--- src/rtl/mce_pkg.sv ---
package mce_pkg;
    localparam int unsigned WORD_W = 32;

    // vector indices (architectural bit k -> index 31-k)
    localparam int unsigned MSR_LE  = 0;
    localparam int unsigned MSR_RI  = 1;
    localparam int unsigned MSR_IP  = 6;
    localparam int unsigned MSR_ME  = 12;
    localparam int unsigned MSR_ILE = 16;
    localparam int unsigned SRR1_FETCH = 30;
    localparam int unsigned LOW_HALF_W = 16;

    typedef enum logic [1:0] {
        MCE_RUN   = 2'd0,
        MCE_DEBUG = 2'd1,
        MCE_CSTOP = 2'd2
    } mce_state_e;

    typedef struct packed {
        logic [WORD_W-1:0] srr0;
        logic [WORD_W-1:0] srr1;
        logic [WORD_W-1:0] msr;
        logic [WORD_W-1:0] vec;
    } mce_frame_t;

    typedef struct packed {
        mce_state_e state;
        logic       take;
        logic       dbg_enter;
        logic       cstop_req;
    } mce_ctl_t;
endpackage

--- src/rtl/mce_event_sense.sv ---
module mce_event_sense
    import mce_pkg::*;
#(
    parameter int unsigned N_SRC = 2
) (
    input  logic [N_SRC-1:0] src_i,
    input  mce_state_e       state_i,
    output logic             evt_o
);
    logic any_src;

    // OR-reduce all phase sources into a single event
    always_comb begin
        any_src = 1'b0;
        for (int i = 0; i < N_SRC; i++) begin
            any_src = any_src | src_i[i];
        end
        evt_o = any_src && (state_i == MCE_RUN);
    end
endmodule

--- src/rtl/mce_frame_build.sv ---
module mce_frame_build
    import mce_pkg::*;
#(
    parameter logic [WORD_W-1:0] VEC_OFFSET  = 32'h0000_0200,
    parameter logic [WORD_W-1:0] HIGH_PREFIX = 32'hFFF0_0000
) (
    input  logic [WORD_W-1:0] ea_i,
    input  logic [WORD_W-1:0] msr_i,
    input  logic              fetch_i,
    output mce_frame_t        frame_o
);
    localparam int unsigned HI_W = WORD_W - LOW_HALF_W;

    logic [HI_W-1:0]   srr1_hi;
    logic [WORD_W-1:0] keep_mask;
    logic [WORD_W-1:0] base;

    always_comb begin
        srr1_hi = '0;
        srr1_hi[SRR1_FETCH-LOW_HALF_W] = fetch_i;

        keep_mask = '0;
        keep_mask[MSR_IP] = 1'b1;
        keep_mask[MSR_ME] = 1'b1;

        base = msr_i[MSR_IP] ? HIGH_PREFIX : '0;

        frame_o.srr0 = ea_i;
        frame_o.srr1 = {srr1_hi, msr_i[LOW_HALF_W-1:0]};
        frame_o.msr  = msr_i & keep_mask;
        frame_o.msr[MSR_LE] = msr_i[MSR_ILE];
        frame_o.vec  = base | VEC_OFFSET;
    end
endmodule

--- src/rtl/mce_mode_ctrl.sv ---
module mce_mode_ctrl
    import mce_pkg::*;
(
    input  logic       clk,
    input  logic       rst_n,
    input  logic       evt_i,
    input  logic       me_i,
    input  logic       dbg_en_i,
    output mce_state_e state_o,
    output logic       take_now_o,
    output logic       take_o,
    output logic       dbg_enter_o,
    output logic       cstop_req_o
);
    mce_ctl_t ctl_d, ctl_q;

    always_comb begin
        ctl_d           = ctl_q;
        ctl_d.take      = 1'b0;
        ctl_d.dbg_enter = 1'b0;
        ctl_d.cstop_req = 1'b0;
        if (evt_i && ctl_q.state == MCE_RUN) begin
            if (me_i) begin
                ctl_d.take = 1'b1;
            end else if (dbg_en_i) begin
                ctl_d.state     = MCE_DEBUG;
                ctl_d.dbg_enter = 1'b1;
            end else begin
                ctl_d.state     = MCE_CSTOP;
                ctl_d.cstop_req = 1'b1;
            end
        end
    end

    always_ff @(posedge clk) begin
        if (!rst_n) begin
            ctl_q <= '{state: MCE_RUN, take: 1'b0, dbg_enter: 1'b0, cstop_req: 1'b0};
        end else begin
            ctl_q <= ctl_d;
        end
    end

    assign state_o     = ctl_q.state;
    assign take_now_o  = ctl_d.take;
    assign take_o      = ctl_q.take;
    assign dbg_enter_o = ctl_q.dbg_enter;
    assign cstop_req_o = ctl_q.cstop_req;


    cstop_sticky_chk: assert property (@(posedge clk) disable iff (!rst_n)
        (ctl_q.state == MCE_CSTOP) |=> (ctl_q.state == MCE_CSTOP));


    debug_sticky_chk: assert property (@(posedge clk) disable iff (!rst_n)
        (ctl_q.state == MCE_DEBUG) |=> (ctl_q.state == MCE_DEBUG));


    single_outcome_chk: assert property (@(posedge clk) disable iff (!rst_n)
        $onehot0({ctl_q.take, ctl_q.dbg_enter, ctl_q.cstop_req}));
endmodule

--- src/rtl/mce_ctrl.sv ---
module mce_ctrl
    import mce_pkg::*;
#(
    parameter logic [31:0] VEC_OFFSET  = 32'h0000_0200,
    parameter logic [31:0] HIGH_PREFIX = 32'hFFF0_0000
) (
    input  logic        clk,
    input  logic        rst_n,
    input  logic        mc_addr_phase_i,
    input  logic        mc_data_phase_i,
    input  logic        fault_fetch_i,
    input  logic [31:0] fault_ea_i,
    input  logic [31:0] msr_i,
    input  logic        dbg_en_i,
    output logic [31:0] srr0_o,
    output logic [31:0] srr1_o,
    output logic [31:0] msr_o,
    output logic [31:0] vector_o,
    output logic        take_o,
    output logic        debug_o,
    output logic        debug_enter_o,
    output logic        checkstop_o,
    output logic        reset_req_o
);
    mce_state_e state;
    logic       evt;
    logic       take_now;
    mce_frame_t frame_new;
    mce_frame_t frame_d, frame_q;

    mce_event_sense #(.N_SRC(2)) u_sense (
        .src_i   ({mc_data_phase_i, mc_addr_phase_i}),
        .state_i (state),
        .evt_o   (evt)
    );

    mce_mode_ctrl u_mode (
        .clk         (clk),
        .rst_n       (rst_n),
        .evt_i       (evt),
        .me_i        (msr_i[MSR_ME]),
        .dbg_en_i    (dbg_en_i),
        .state_o     (state),
        .take_now_o  (take_now),
        .take_o      (take_o),
        .dbg_enter_o (debug_enter_o),
        .cstop_req_o (reset_req_o)
    );

    mce_frame_build #(
        .VEC_OFFSET  (VEC_OFFSET),
        .HIGH_PREFIX (HIGH_PREFIX)
    ) u_frame (
        .ea_i    (fault_ea_i),
        .msr_i   (msr_i),
        .fetch_i (fault_fetch_i),
        .frame_o (frame_new)
    );

    always_comb begin
        frame_d = frame_q;
        if (take_now) begin
            frame_d = frame_new;
        end
    end

    always_ff @(posedge clk) begin
        if (!rst_n) begin
            frame_q <= '0;
        end else begin
            frame_q <= frame_d;
        end
    end

    assign srr0_o      = frame_q.srr0;
    assign srr1_o      = frame_q.srr1;
    assign msr_o       = frame_q.msr;
    assign vector_o    = frame_q.vec;
    assign debug_o     = (state == MCE_DEBUG);
    assign checkstop_o = (state == MCE_CSTOP);


    srr0_capture_chk: assert property (@(posedge clk) disable iff (!rst_n)
        ((mc_addr_phase_i || mc_data_phase_i) && state == MCE_RUN && msr_i[MSR_ME])
        |=> (take_o && srr0_o == $past(fault_ea_i)));


    halted_quiet_chk: assert property (@(posedge clk) disable iff (!rst_n)
        (state != MCE_RUN) |=> (!take_o && $stable(srr0_o) && $stable(srr1_o)));


    msr_clear_chk: assert property (@(posedge clk) disable iff (!rst_n)
        (msr_o & ~((32'd1 << MSR_LE) | (32'd1 << MSR_IP) | (32'd1 << MSR_ME))) == 32'd0);


    frame_hold_chk: assert property (@(posedge clk) disable iff (!rst_n)
        !take_o |-> (srr0_o == $past(srr0_o) || $past(!rst_n)));
endmodule

--- config.mk ---
export PLATFORM = sky130hd
export DESIGN_NAME = mce_ctrl
export DESIGN_NICKNAME = d
export VERILOG_FILES = /design/src/rtl/mce_pkg.sv /design/src/rtl/mce_event_sense.sv /design/src/rtl/mce_frame_build.sv /design/src/rtl/mce_mode_ctrl.sv /design/src/rtl/mce_ctrl.sv
export SDC_FILE = /design/constraint.sdc
export NUM_CORES = 1
export LEC_CHECK = 0
export ABC_AREA = 1
export BUFFER_PORTS_ARGS = -buffer_cell sky130_fd_sc_hd__buf_2
export CORE_AREA = 2 2 80 98
export CTS_CLUSTER_DIAMETER = 120
export DETAILED_ROUTE_END_ITERATION = 16
export DIE_AREA = 0 0 82 100
export GPL_TIMING_DRIVEN = 0
export HOLD_SLACK_MARGIN = 0.15
export PLACE_DENSITY_LB_ADDON = 0.25
export SYNTH_ARGS = -nofsm -noshare
export SYNTH_HDL_FRONTEND = slang
export SYNTH_SLANG_ARGS = --single-unit
--- constraint.sdc ---
create_clock -name clk -period 1.8 [get_ports clk]
set_input_delay 0.18 -clock clk [delete_from_list [all_inputs] [get_ports clk]]
set_output_delay 0.18 -clock clk [all_outputs]
set_load 0.005 [all_outputs]
Yosys cells after proc, flatten, opt, wreduce, memory -nomap -nowiden
Cells that the tools add are included.

operators by class
  bitwise gates (word level) = 4
  $add $sub $neg = 0
  order comparisons = 0
  equal/unequal tests = 2
  $mul = 0
  shift operators = 0
  divide/modulo/power cells = 0
  reductions and logical operators = 5
  muxes and demuxes = 7

operators by type and width
  operator                                             count
  2-to-1 mux 32 bit                                    1
  2-to-1 mux 2 bit                                     2
  2-to-1 mux 1 bit                                     3
  2-to-1 mux 3 bit                                     1
  inverter 1 bit                                       3
  OR reduction 3 bit                                   1
  equality test 2 x 1 -> 1 bit, second input constant  1
  equality test 2 bit, second input constant           1
  logical AND 1 bit                                    2
  zero test 2 bit                                      1
  AND reduction 2 bit                                  1
  bitwise OR 1 bit                                     1

word-level totals
  memories kept = 0
  bits in read-only memories = 0
  memory bits (writable) = 0
  output and inout port bits = 133
  bits in latches = 0
  bits of input ports = 70
  logic and storage cells = 26
  register bits after elaboration = 89

Longest topological paths before layout
  depth after elaboration = 5
  gate-level depth with buffers = 7
  depth with buffers taken out = 6

Modules after synthesis
From an unflattened synthesis, not the netlist that was laid out.

unflattened totals
  cell total of the unflattened synthesis = 970
  area, all modules = 6383.6 um^2

by module, submodules not included
  module           area an instance (um^2)  sequential area each (um^2)  cells an instance  instances
  mce_ctrl         5220.0                   2562.5                       814                1
  mce_frame_build  968.4                    0.0                          130                1
  mce_mode_ctrl    176.4                    100.1                        21                 1
  mce_event_sense  18.8                     0.0                          5                  1

Worst setup path before layout
Ideal clock, no wire load.

  path kind = register -> register
  from = register u_mode.ctl_q (netlist bit u_mode.state_o[1])
  to = register frame_q (netlist bit msr_o[0])
  required time = 1690 ps
  arrival = 968 ps
  library setup time = 110 ps
  cell stages (with the launch flop) = 6
  path slack = 722 ps
  period minus slack after synthesis = 1078 ps
  buffers on the path = 1
  path through = dfxtp_1 -> nor2_4 -> buf_1 -> nand4_1 -> nand2_1 -> nor2_1

on the way
  longest elaborated chain between the ends = 4

RTL lines
  item                    RTL line                                    RTL
  from (decl)             mce_mode_ctrl.sv:15                         mce_ctl_t ctl_d, ctl_q;
  from (signal assigned)  mce_mode_ctrl.sv:37                         ctl_q <= '{state: MCE_RUN, take: 1'b0, dbg_enter: 1'b0, cstop_req: 1'b0};
  from (signal assigned)  mce_mode_ctrl.sv:39                         ctl_q <= ctl_d;
  zero test 2 bit (*)     mce_event_sense.sv:18, mce_mode_ctrl.sv:22
  logical AND 1 bit       mce_event_sense.sv:18                       evt_o = any_src && (state_i == MCE_RUN);
  logical AND 1 bit (*)   mce_mode_ctrl.sv:22                         if (evt_i && ctl_q.state == MCE_RUN) begin
  2-to-1 mux 3 bit (*)    mce_mode_ctrl.sv:22
  to (signal assigned)    mce_ctrl.sv:71                              frame_q <= frame_d;
  to (decl)               mce_ctrl.sv:29                              mce_frame_t frame_d, frame_q;

Mark *: on every way between the ends. The rest lies on a longest branch, timed or not.
A chain may end at the register's enable or synchronous reset.

==> results.py <==
metrics = {
    "status": {
        "outcome": "finished clean",
    },
    "worst_setup_path": {
        "critPathKind": "reg -> out",
        "cp.depth": 2,
        "start_kind": "register",
        "end_kind": "output port",
        "worst_ep_required_time_ns": 1.62,
        "max_stage_delay_ns": 0.64,
        "path_cells": "buf_4, buf_2",
        "crit_buf_inv": 2,
        "critPathMaxFanout": 15,
        "cp_top_family": "flip-flops",
        "worstRegToRegCells": 6,
        "worstPathArrival_ns": 1.23,
        "slowest_stage": "dfxtp_1",
    },
    "floorplan": {
        "floorplan.initialDensity_pct": 45.26,
        "io_pins": 203,
        "die_h_um": 100,
        "coreArea_um2": 7357,
        "rows": 35,
        "fp.dieW_um": 82,
        "die-area_um2": 8200,
    },
    "power": {
        "power.density_nw_per_um2": 717.1,
        "swShare_pct": 30.24,
        "ir_worst_vdd_mv": 0.3310,
        "p_int_mw": 2.207,
        "leakage_nw": 2.934,
        "pwr-share-clk_pct": 26.7,
        "combPwrFrac_pct": 28.3,
        "p_seq_share_pct": 45.1,
        "power_switching_uw": 957.0,
    },
    "timing": {
        "finalHoldViolations": 0,
        "finalSetupViolCount": 0,
        "finalSetupTns_ns": 0,
        "fin_crit_sh_pct": 78.51,
        "hold_ws_ns": 0.1893,
        "fin_skew_ns": 0.007214,
        "slew_violations": 0,
        "min_period_ns": 1.413,
        "grt_setup_unrepaired": "false",
        "fmax_mhz": 707.6,
    },
    "layout": {
        "final_nets": 788,
        "drive_gt1_share_pct": 30.18,
        "nFillCells": 714,
        "antenna_cells": 0,
        "layout-area-overhead-vs-synth_pct": 32.54,
        "layout_common_cells": "inv_1 (153), buf_2 (130), nand2_1 (101)",
        "final_common_cell": "inv_1",
    },
    "detailed_routing": {
        "drc": 0,
        "drtIter0Drc": 113,
        "viasPerCell": 3.970,
        "routedWlPerCell_um": 9.055,
        "ant_nets": 0,
        "wl_um": 7344,
        "detail_route.first_pass.iterations": 6,
        "routed-via-count": 3220,
    },
    "clock_tree": {
        "clock_latency_ns": 0.31,
        "cts_tree": "done",
        "cts.path.max_buffers": 2,
        "numCtsBuffers": 5,
        "ctsRootBufferMaster": "clkbuf_8",
        "cts.clk_slew.worst_paths_ns": 0.10,
        "h-tree-depth": 2,
        "cts.sinks": 56,
    },
    "global_route": {
        "grt-busiest-layer": "met2",
        "grt_use_met2_pct": 32.46,
        "overflow": 0,
        "use_met3_pct": 3.058,
        "grtUsageMet1_pct": 21.84,
        "grt_use_total_pct": 18.09,
        "grt_pass1_wl_um": 12030,
        "grt_pass1_vias": 2883,
        "antenna_found_initial": 0,
        "grt_max_degree": 19,
    },
    "synthesis": {
        "postSynthCellCount": 526,
        "ys_ff_latch": 56,
        "synth_area_um2": 3329,
        "yosysUniqueCellTypes": 15,
        "yosys-top-cells-area": "dfxtp_1 (34%), buf_4 (17%), inv_1 (17%)",
        "synth_top_area_share_pct": 33.67,
        "syn_avg_cell_area_um2": 6.330,
        "ys_seq_area_share_pct": 33.67,
        "yosysTopAreaCell": "dfxtp_1",
        "yosys_warnings": 0,
    },
    "worst_hold_path": {
        "hold_path_depth": 5,
        "holdCritPathClass": "in -> reg",
    },
    "place": {
        "portBuffers": 122,
        "gp_congestion": 0.8209,
        "hpwl_um": 5806,
    },
    "run": {
        "cap_violations": 0,
    },
}
tightest hold or removal path, stage by stage:
cell,delay [ns]
buf_2,0.07
inv_1,0.03
nand4_1,0.07
nand2_1,0.05
nor2_1,0.07
layer usage:
layer / vias up / share of wire, %
met2: 117 / 50
met5: - / 0
met4: 0 / 0.93
met3: 6 / 7.9
li1: 1753 / -
met1: 1344 / 41
flip-flops by register name, indices dropped and copies added (netlist names):
name	cells
srr0_o	32
srr1_o	16
msr_o	2
u_mode.state_o	2
u_mode.cstop_req_o	1
u_mode.dbg_enter_o	1
u_mode.take_o	1
vector_o	1
kinds of logic (layout without fill, tap and decap cells):
family | Yosys count | after routing | share of synthesized area (%)
buffers and inverters | 257 | 388 | 37.96
AND/OR/NAND/NOR | 208 | 208 | 27.58
flip-flops | 56 | 56 | 33.67
AO/OA/AOI/OAI | 4 | 4 | 0.6764
other | 1 | 63 | 0.1126
timing repair:
| action | 4_1_cts | 5_1_grt |
|---|---|---|
| endpoints found under the hold margin | 3 | 0 |
| setup buffers | 0 | 0 |
| endpoints found under the setup margin | 0 | 0 |
| hold buffers | 1 | 0 |
| resized for setup | 0 | 0 |
through the flow:
step	worst slack, ns	utilization [%]	instance area [µm²]	cells	power [mW]
4_1_cts	0.3608	59.98	4413	811	3.193
6_report	0.3867	59.98	4413	811	3.164
2_1_floorplan	0.7216	-	3562	588	2.049
5_1_grt	0.2867	59.98	4413	811	3.397
3_3_place_gp	0.5042	58.28	4288	802	2.329
3_5_place_dp	0.4551	58.28	4288	802	2.347
synthesized netlist by cell type, drive strengths merged:
cell,instances
inv,153
clkbuf,10
nor2,56
conb,1
nand3,2
dfxtp,56
buf,94
nand2,101
o22ai,2
nand4,49
o21ai,2
path summary, 6_finish.rpt:
kind	to	slack (ns)	startpoint
max	vector_o[30]	0.39	msr_o[6]
min	srr0_o[12]	0.19	fault_ea_i[12]
max reg2reg	srr0_o[21]	0.47	u_mode.state_o[1]
min reg2reg	vector_o[9]	0.47	vector_o[9]
final cells by class:
type | instances | area (µm²) | share of cell area (%)
clock inverter | 3 | 46.29 | 1.049
buffer | 104 | 689.4 | 15.62
sequential | 56 | 1121 | 25.40
clock buffer | 5 | 68.82 | 1.559
multi-input combinational | 275 | 1177 | 26.68
timing repair buffer | 123 | 620.6 | 14.06
tap | 92 | 115.1 | 2.608
inverter | 153 | 574.3 | 13.01
power groups by stage:
stage / clock (mW) / combinational (mW) / sequential, mW
final: 0.843 / 0.894 / 1.43
after global routing: 0.912 / 1.04 / 1.44
after CTS: 0.867 / 0.896 / 1.43
after detailed placement: 0 / 0.890 / 1.46
after global placement: 0 / 0.877 / 1.45
after floorplan: 0 / 0.584 / 1.46
(Power assumes the default switching activity.)
